--- config.mk ---
export PLATFORM = sky130hd
export DESIGN_NAME = supply_reset_supervisor
export DESIGN_NICKNAME = d
export VERILOG_FILES = /design/src/rtl/supply_reset_pkg.sv /design/src/rtl/supply_reset_ctrl.sv /design/src/rtl/supply_reset_dp.sv /design/src/rtl/supply_reset_supervisor.sv
export SDC_FILE = /design/constraint.sdc
export NUM_CORES = 1
export LEC_CHECK = 0
export ABC_AREA = 1
export BUFFER_PORTS_ARGS = -buffer_cell sky130_fd_sc_hd__buf_4
export CELL_PAD_IN_SITES_DETAIL_PLACEMENT = 1
export CELL_PAD_IN_SITES_GLOBAL_PLACEMENT = 2
export CORE_MARGIN = 1.5
export CORE_UTILIZATION = 33
export CTS_BUF_LIST = sky130_fd_sc_hd__clkbuf_16
export CTS_CLUSTER_DIAMETER = 50
export DETAILED_ROUTE_END_ITERATION = 8
export MAX_ROUTING_LAYER = met4
export PLACE_DENSITY = 0.78
export SLEW_MARGIN = 0
export SYNTH_ARGS = -nofsm -noshare
export SYNTH_HDL_FRONTEND = slang
export SYNTH_SLANG_ARGS = --single-unit
--- constraint.sdc ---
create_clock -name clk -period 1.5 [get_ports clk]
set_clock_uncertainty 0.05 [all_clocks]
set_input_delay 0.075 -clock clk [delete_from_list [all_inputs] [get_ports clk]]
set_output_delay 0.075 -clock clk [all_outputs]
set_load 0.005 [all_outputs]
--- src/rtl/supply_reset_pkg.sv ---
package supply_reset_pkg;

  // Strobes issued by the control half to the datapath half each cycle.
  typedef struct packed {
    logic clearHold;    // restart the recovery count
    logic advanceHold;  // count one more good-supply cycle
    logic armLock;      // safe point reached while reset is requested
    logic dropLock;     // reset request gone, release the bus
  } holdStrobes_t;

endpackage

--- src/rtl/supply_reset_ctrl.sv ---
module supply_reset_ctrl
  import supply_reset_pkg::*;
(
  input  logic         clk,
  input  logic         porN,
  input  logic         supplyLowRaw,
  input  logic         byteBoundary,
  input  logic         memWriteStrobe,
  input  logic         holdDone,
  output holdStrobes_t strobes,
  output logic         supplyLowSync,
  output logic         resetReq,
  output logic         holdActive
);

  localparam int SYNC_STAGES = 2;

  // Two-stage synchroniser; resets to "supply low" so power-up is a fault.
  logic [SYNC_STAGES-1:0] syncChain;

  always_ff @(posedge clk or negedge porN) begin
    if (!porN) begin
      syncChain <= '1;
    end else begin
      syncChain <= {syncChain[SYNC_STAGES-2:0], supplyLowRaw};
    end
  end

  assign supplyLowSync = syncChain[SYNC_STAGES-1];

  // Reset is requested during a fault and until the hold has run out.
  assign resetReq   = supplyLowSync | ~holdDone;
  assign holdActive = ~supplyLowSync & ~holdDone;

  always_comb begin
    strobes             = '0;
    strobes.clearHold   = supplyLowSync;
    strobes.advanceHold = ~supplyLowSync & ~holdDone;
    strobes.armLock     = resetReq & (byteBoundary | memWriteStrobe);
    strobes.dropLock    = ~resetReq;
  end

endmodule

--- src/rtl/supply_reset_dp.sv ---
module supply_reset_dp
  import supply_reset_pkg::*;
#(
  parameter int HOLD_CYCLES = 100000
) (
  input  logic         clk,
  input  logic         porN,
  input  holdStrobes_t strobes,
  output logic         holdDone,
  output logic         busLockout
);

  localparam int               CNT_W     = $clog2(HOLD_CYCLES + 1);
  localparam logic [CNT_W-1:0] HOLD_LAST = CNT_W'(HOLD_CYCLES);

  logic [CNT_W-1:0] holdCnt;

  // Recovery counter: restarts on every fault cycle, stops at the limit.
  always_ff @(posedge clk or negedge porN) begin
    if (!porN) begin
      holdCnt <= '0;
    end else if (strobes.clearHold) begin
      holdCnt <= '0;
    end else if (strobes.advanceHold) begin
      holdCnt <= holdCnt + 1'b1;
    end
  end

  assign holdDone = (holdCnt == HOLD_LAST);

  // Lockout register: release wins over arming.
  always_ff @(posedge clk or negedge porN) begin
    if (!porN) begin
      busLockout <= 1'b1;
    end else if (strobes.dropLock) begin
      busLockout <= 1'b0;
    end else if (strobes.armLock) begin
      busLockout <= 1'b1;
    end
  end

endmodule

--- src/rtl/supply_reset_supervisor.sv ---
module supply_reset_supervisor
  import supply_reset_pkg::*;
#(
  parameter int HOLD_CYCLES = 100000
) (
  input  logic clk,
  input  logic porN,
  input  logic supplyLowRaw,
  input  logic byteBoundary,
  input  logic memWriteStrobe,
  output logic resetDriveLow,
  output logic busLockout,
  output logic holdActive
);

  holdStrobes_t strobes;
  logic         holdDone;
  logic         supplyLowSync;
  logic         resetReq;

  supply_reset_ctrl u_ctrl (
    .clk            (clk),
    .porN           (porN),
    .supplyLowRaw   (supplyLowRaw),
    .byteBoundary   (byteBoundary),
    .memWriteStrobe (memWriteStrobe),
    .holdDone       (holdDone),
    .strobes        (strobes),
    .supplyLowSync  (supplyLowSync),
    .resetReq       (resetReq),
    .holdActive     (holdActive)
  );

  supply_reset_dp #(
    .HOLD_CYCLES (HOLD_CYCLES)
  ) u_dp (
    .clk        (clk),
    .porN       (porN),
    .strobes    (strobes),
    .holdDone   (holdDone),
    .busLockout (busLockout)
  );

  assign resetDriveLow = resetReq;

endmodule

# Yosys cells after proc, flatten, opt, wreduce, memory -nomap -nowiden
# Index checks and enable logic that the tools add are counted.
# word_totals
ff_bits,20
output_inout_bits,3
# op_classes
eq_ne,2
n_reduce_logical,1
n_addsub,1
n_bitwise,6
n_mux,4
# ops
cell,count
2-to-1 mux 17 bit,2
"adder 17 x 1 -> 17 bit, second input constant",1
"== test 17 bit, second input constant",1
AND 1 bit,2
2-to-1 mux 1 bit,2
"inequality test 2 bit, second input constant",1
NOT 1 bit,2
bitwise OR 1 bit,2
nonzero test 2 bit,1

# Longest topological paths before layout
# Gate-level depths: netlist (run 1).
# logic_depth
depth_word,6
mapped_depth,8
mapped_depth_nobuf,8

# Hierarchy
# Synthesis (run 1) repeated with hierarchy kept, for this count alone.
# unflattened
hier_cells,148
hier_area_um2,1134.8
# modules_own_cells
mod,cells_each,instances,area_per_inst_um2
supply_reset_dp,138,1,1042.2
supply_reset_ctrl,10,1,92.6

# Worst setup path before layout (run 1)
# OpenSTA, ideal clock, no wires.
# synth_timing
kind,register to register
start,reg u_dp.holdCnt[0]
end,reg u_dp.holdCnt[8]
setup_time_ps,120
synth_period_minus_slack_ps,1276
setup_slack_ps,224
required_time_ps,1330
t_arrival_ps,1107
path_stages_with_launch,8
path_cell_list,dfrtp_1 -> ha_1 -> nand2_1 -> nor2_4 -> nand2_4 -> clkinv_1 -> o21ai_0 -> nor2_1
# synth_via
elab_chain_cells,4
# synth_lines
item,line,rtl
start: declaration,supply_reset_dp.sv:16,logic [CNT_W-1:0] holdCnt;
start signal: assignment,supply_reset_dp.sv:25,holdCnt <= holdCnt + 1'b1;
branches (longest 4 deep; another with adder 17 x 1 -> 17 bit),-,
# Parallel ways; which one is timed is not known. The select of a mux whose other input is x is not followed.
# A chain may end at the register's enable or synchronous reset.

# Final worst setup path (run 1)
# layout_timing
start,reg u_dp.holdCnt[0]
end,out resetDriveLow
# layout_via
elab_chain_cells,3
# layout_lines
item,line,rtl
== test 17 bit,supply_reset_dp.sv:29,assign holdDone = (holdCnt == HOLD_LAST);
NOT 1 bit,supply_reset_ctrl.sv:32,assign resetReq = supplyLowSync | ~holdDone;
bitwise OR 1 bit,supply_reset_ctrl.sv:32,
end: declaration,supply_reset_supervisor.sv:11,"output logic resetDriveLow,"
# Every way passes these cells.

==> results of run 1 <==
logic make-up after synthesis:
| group | count (synthesis) |
|---|---|
| AND/OR/NAND/NOR | 106 |
| buffers and inverters | 23 |
| flip-flops | 20 |
| AO/OA/AOI/OAI | 17 |
| adder cells (fa/ha/maj) | 2 |
| XOR/XNOR | 1 |
timing repair:
action,in CTS,in global routing
buffers inserted,8,8
pin swaps,2,8
endpoints found under the setup margin,2,7
gates resized for setup,15,23
endpoints found under the hold margin,21,0
hold buffers,2,0
worst max path at each step:
| stage | startpoint | to | cells after the start |
|---|---|---|---|
| 6_report | u_dp.holdCnt[0] | resetDriveLow | 6 |
| 5_1_grt | u_dp.holdCnt[0] | resetDriveLow | 6 |
| 4_1_cts | u_dp.holdCnt[0] | u_dp.holdCnt[10] | 9 |
| 3_5_place_dp | u_dp.holdCnt[1] | u_dp.holdCnt[10] | 8 |
| 3_3_place_gp | u_dp.holdCnt[1] | u_dp.holdCnt[10] | 8 |
| 2_1_floorplan | u_dp.holdCnt[0] | u_dp.holdCnt[8] | 7 |
through the flow:
stage	cell area, um2	utilization, %	worst slack [ns]	total power [mW]
floorplan	1187	-	0.2235	0.5995
global placement	1287	37.98	0.03319	0.6293
detailed placement	1287	37.98	0.01156	0.6326
CTS	1491	44.00	-0.006433	1.235
global route	1630	48.10	-0.04244	1.294
finish	1630	48.10	0.009589	1.238
flip-flops by register name (all words and copies together) (netlist names):
register          flops
u_ctrl.syncChain      2
u_dp.busLockout       1
u_dp.holdCnt         17
power by group through the flow:
stage	combinational, mW	sequential, mW	clock, mW
after detailed placement	0.0601	0.572	0
after global routing	0.114	0.563	0.617
after floorplan	0.0305	0.569	0
after global placement	0.0579	0.571	0
after CTS	0.0910	0.561	0.583
final	0.106	0.562	0.571
cells in the mapped netlist:
library cell / count
a21oi_1: 7
a31oi_1: 1
buf_2: 1
clkbuf_2: 1
clkinv_1: 1
dfrtp_1: 17
dfstp_2: 3
ha_1: 2
inv_1: 19
inv_2: 1
nand2_1: 38
nand2_2: 3
nand2_4: 1
nand3_1: 17
nand4_1: 4
nor2_1: 36
nor2_2: 3
nor2_4: 2
nor3_1: 1
o21ai_0: 7
o21ai_1: 1
o21ai_2: 1
or3_1: 1
xor2_1: 1
tightest hold or removal path, stage by stage:
cell and delay, ns:
buf_4 0.07, or3_1 0.09, nand2_1 0.05, inv_1 0.04
layer usage:
metal  global-route usage, %  wire length [um]  up-vias
met1                   27.89              1757      582
met2                   33.38              1864       16
li1                        -                 -      588
met5                       -                 0        -
met4                   5.278                42        0
met3                   3.604                86        5
area by class of cell:
cell class	count	area (um2)	area share (%)
repair buffers	25	196.4	12.05
well taps	46	57.56	3.530
multi-input cells	126	705.7	43.28
flip-flops and latches	20	509.2	31.24
clock buffers	3	75.07	4.605
clock inverters	1	3.754	0.2302
inverters	21	82.58	5.065
==> metrics.yaml, run 1 <==
clockRootBuffer: "clkbuf_16"
layout-drive-gt1-share_pct: 32.65
layout_common_cells: "37 x nand2_1, 28 x nor2_1, 22 x buf_4, 14 x nand3_1, 14 x inv_1"
synth.largest_area_cell: "dfrtp_1"
p_seq_share_pct: 45.4
fin_crit_sh_pct: 99.36
clk_pin_slew_worst_paths_ns: 0.06
synth_area_leaders: "dfrtp_1 36%, nand2_1 12%, nor2_1 11%"
final_common_cell: "nand2_1"
drv_slew: 0
ioPinCount: 8
max-cap-violations: 0
fmax_mhz: 671.0
grt_use_total_pct: 21.03
path_delay_family: "flip-flops"
r2r_start: "u_dp.holdCnt[0]"
dieHeight_um: 62.99
maxSlewHeadroom_pct: 81.07
swShare_pct: 23.02
viasPerCell: 4.921
fp.dieArea_um2: 3967
crit_slowest_cell: "dfrtp_1"
min_path_type: "in -> reg"
tightest_slew_ns: 0.2839
muxShareOfSynthArea_pct: 0
synth_fa_ha_area_share_pct: 2.107
crit_buf_inv: 2
yosysWarnings: 0
comb_power_share_pct: 8.5
critPathLaunchType: "flip-flop"
cts_max_level: 1
drt-wirelength-per-cell_um: 15.50
numCtsBuffers: 3
antenna_found_initial: 0
netlist_area_um2: 1187
synth-simple-area-share_pct: 39.62
whs_ns: 0.06190
nFillCells: 429
coreArea_um2: 3390
synth_xor_area_share_pct: 0.7376
ys_seq_area_share_pct: 42.47
postSynthCellCount: 169
synth.net_count: 176
dpl.cell_count: 220
r2r.worst_path.cells: 8
firstDrtPassIters: 4
route.antenna.remaining_nets: 0
hold_start: "byteBoundary"
die_w_um: 62.99
switchingPower_uw: 285.0
arrival_ns: 1.37
leakage_nw: 0.6649
finalSetupTns_ns: 0
cts_tree: "done"
final_hold_viol_count: 0
start_util_pct: 35.03
rows: 21
cp_max_fo: 3
clock_latency_ns: 0.26
synthToLayoutAreaGrowth_pct: 37.30
synth_compound_area_share_pct: 7.587
status: "complete, no violations"
gp_congestion: 0.8296
drc: 0
antenna_cells: 0
power.density_nw_per_um2: 759.6
cp-end-kind: "output port"
finalSetupViolCount: 0
port_buffers: 7
period_minus_slack_ns: 1.490
rsz0062_at_grt: "yes"
grt.overflow.total: 0
grt_first_pass_wirelength_um: 6265
fin_nets: 204
initialDrtViolationCount: 19
cts_buffer_depth: 2
synth.top_cell.area_share_pct: 35.83
pwr-share-clk_pct: 46.1
grt_max_degree: 21
synth_top_family_by_area: "simple AND/OR/NAND/NOR gates"
whs_path_depth: 4
avgSynthCellArea_um2: 7.026
ir_worst_vdd_v: 0.0003762
regToRegSetupSlack_ns: 0.06
cp.required_ns: 1.37
path_class: "reg -> out"
power.internal_uw: 953.4
wirelength_um: 3750
rr_endpoint: "u_dp.holdCnt[4]"
fin_cells: 242
grt_pass1_vias: 1277
cpPeakStageDelay_ns: 0.39
min_to: "u_dp.busLockout"
ys_types: 24
cts.sinks: 20
ys_seq_elements: 20
vias: 1191
path_cells: "inv_2 > ha_4 > nand3_4 > nor2_4 > nand3_2 > buf_6"
detailed_place_hpwl_um: 2400
Note: power is estimated with default switching activity, not from simulation.
==> run 2: changes to the inputs <==
--- a/config.mk
+++ b/config.mk
@@ -16,6 +16,7 @@
 export DETAILED_ROUTE_END_ITERATION = 8
 export MAX_ROUTING_LAYER = met4
 export PLACE_DENSITY = 0.78
+export REMOVE_ABC_BUFFERS = 1
 export SLEW_MARGIN = 0
 export SYNTH_ARGS = -nofsm -noshare
 export SYNTH_HDL_FRONTEND = slang
==> constraint.sdc (replaced) <==
create_clock -name clk -period 1.5 [get_ports clk]
set_clock_uncertainty 0.05 [all_clocks]
set_input_delay 0.075 -clock clk [delete_from_list [all_inputs] [get_ports clk]]
set_output_delay 0.075 -clock clk [all_outputs]
set_load 0.05 [all_outputs]
==> run 2 against run 1 <==
- the run now ends with setup timing left
- total power decreased by 0.98%
- final cell count decreased by 0.83%
- critical path depth decreased by 1
- clock power decreased by 3%
- flip-flop and latch count unchanged
- critical path type unchanged
- largest power group is now sequential cells
==> metrics.yaml, run 2 (synthesis results as in run 1) <==
status: "finished with violations"
violations: "setup timing"
detailed_place_hpwl_um: 2547  # +6.1%
cts_tree: "done"
clock_latency_ns: 0.25  # about the same
clockRootBuffer: "clkbuf_16"
firstDrtPassIters: 4  # unchanged
arrival_ns: 1.38  # about the same
top_register: "u_dp.holdCnt"
fin_cells: 240  # -0.83%
grt_first_pass_wirelength_um: 5809  # -7.3%
clk_pin_slew_worst_paths_ns: 0.06  # about the same
max-cap-violations: 0  # unchanged
leakage_nw: 0.6653  # about the same
critPathLaunchType: "flip-flop"
viasPerCell: 4.846  # -1.5%
fmax_mhz: 666.5  # -0.66%
design_area_um2: 1620  # -0.61%
tightest_slew_ns: 0.3755  # +0.09159 ns
ir_worst_vdd_v: 0.0005425  # +44%
cp-end-kind: "output port"
layout_common_cells: "36 x nand2_1, 27 x nor2_1, 19 x buf_4, 14 x nand3_1, 14 x inv_1"
cp.required_ns: 1.37  # about the same
gp_congestion: 0.9001  # +8.5%
finalPower_mw: 1.226  # -0.98%
layout-drive-gt1-share_pct: 34.02  # +1.4 points
worst_slack_ns: -0.0003300  # -0.009919 ns
drt-wirelength-per-cell_um: 15.18  # -2.0%
die_w_um: 62.99  # unchanged
finalSetupTns_ns: -0.0003300  # -0.0003300 ns
finalSetupViolCount: 1  # +1
antenna_cells: 0  # unchanged
final_util_pct: 47.80  # -0.30 points
rows: 21  # unchanged
pre_cts_slack_ns: 0.03787  # +0.02632 ns
fp.dieArea_um2: 3967  # unchanged
cts_max_level: 1  # unchanged
port_buffers: 7  # unchanged
route.antenna.remaining_nets: 0  # unchanged
top_regs: "u_dp.holdCnt x17, u_ctrl.syncChain x2, u_dp.busLockout x1"
grt_max_degree: 21  # unchanged
rsz0062_at_grt: "yes"
start_util_pct: 35.03  # unchanged
initialDrtViolationCount: 37  # +18
drv_slew: 0  # unchanged
dpl.cell_count: 222  # +0.91%
final_common_cell: "nand2_1"
whs_ns: 0.07060  # +0.008701 ns
route.met3.wl_um: 81  # -5.8%
drt-met1-wl_um: 1624  # -7.6%
numCtsBuffers: 3  # unchanged
vias: 1163  # -2.4%
grt_use_total_pct: 19.76  # -1.3 points
antenna_found_initial: 0  # unchanged
dieHeight_um: 62.99  # unchanged
fin_nets: 202  # -0.98%
path_class: "reg -> out"
fin_crit_sh_pct: 100.0  # +0.66 points
final_hold_viol_count: 0  # unchanged
drc: 0  # unchanged
top_layer: "met4"
min_path_type: "in -> reg"
nFillCells: 424  # -1.2%
coreArea_um2: 3390  # unchanged
synthToLayoutAreaGrowth_pct: 36.46
cp_max_fo: 5  # +2
wirelength_um: 3644  # -2.8%
cts_buffer_depth: 2  # unchanged
grt_pass1_vias: 1189  # -6.9%
power.density_nw_per_um2: 756.8  # -0.37%
period_minus_slack_ns: 1.500  # +0.009919 ns
placed_area_um2: 1303  # +1.2%
cts.sinks: 20  # unchanged
largest_reg_flops: 17  # unchanged
grt.overflow.total: 0  # unchanged
maxSlewHeadroom_pct: 74.94  # -6.1 points
ioPinCount: 8  # unchanged
wl_met2_um: 1903  # +2.1%
run 2: worst max-delay path, cell delays in order, from the launching register on:
cell     delay (ns)
dfrtp_2        0.44
inv_2          0.13
nand3_4        0.12
nor2_4         0.14
nand3_2        0.11
buf_8          0.17
run 2: what timing repair did:
action | in CTS | in global routing
pin swaps | 3 | 4
gates cloned | 0 | 0
resized for setup | 23 | 19
setup buffers | 7 | 5
hold endpoints to repair | 21 | 0
endpoints found under the setup margin | 2 | 9
hold buffers | 2 | 0
run 2: path summary, 6_finish.rpt:
| path | cells after the start | from | slack (ns) | endpoint |
|---|---|---|---|---|
| max in group asynchronous | 2 | porN | 0.93 | u_ctrl.syncChain[0] |
| setup reg to reg | 8 | u_dp.holdCnt[0] | 0.08 | u_dp.holdCnt[8] |
| hold / removal | 4 | byteBoundary | 0.07 | u_dp.busLockout |
| min in group asynchronous | 2 | porN | 0.19 | u_dp.holdCnt[9] |
| setup / recovery | 5 | u_dp.holdCnt[2] | -0.0003 | resetDriveLow |
| hold reg to reg | 0 | u_ctrl.syncChain[0] | 0.31 | u_ctrl.syncChain[1] |
run 2: per-layer routing:
metal	vias to the layer above	global-route usage [%]
met3	4	2.162
met5	-	-
met2	12	34.04
li1	584	-
met1	563	24.69
met4	0	5.000
run 2: area by class of cell:
type                            instances  area [um2]  area share (%)
Multi-Input combinational cell        126       705.7           43.55
Inverter                               21       78.83           4.865
Clock buffer                            3       75.07           4.633
Tap cell                               46       57.56           3.552
Clock inverter                          1       3.754          0.2317
Sequential cell                        20       510.5           31.51
Timing Repair Buffer                   23       188.9           11.66
run 2: power by group:
part / switching, mW / internal, mW / leakage (nW) / total, mW
sequential: 0.00938 / 0.552 / 0.258 / 0.561
combinational: 0.0617 / 0.0515 / 0.365 / 0.113
clock: 0.197 / 0.355 / 0.0423 / 0.552
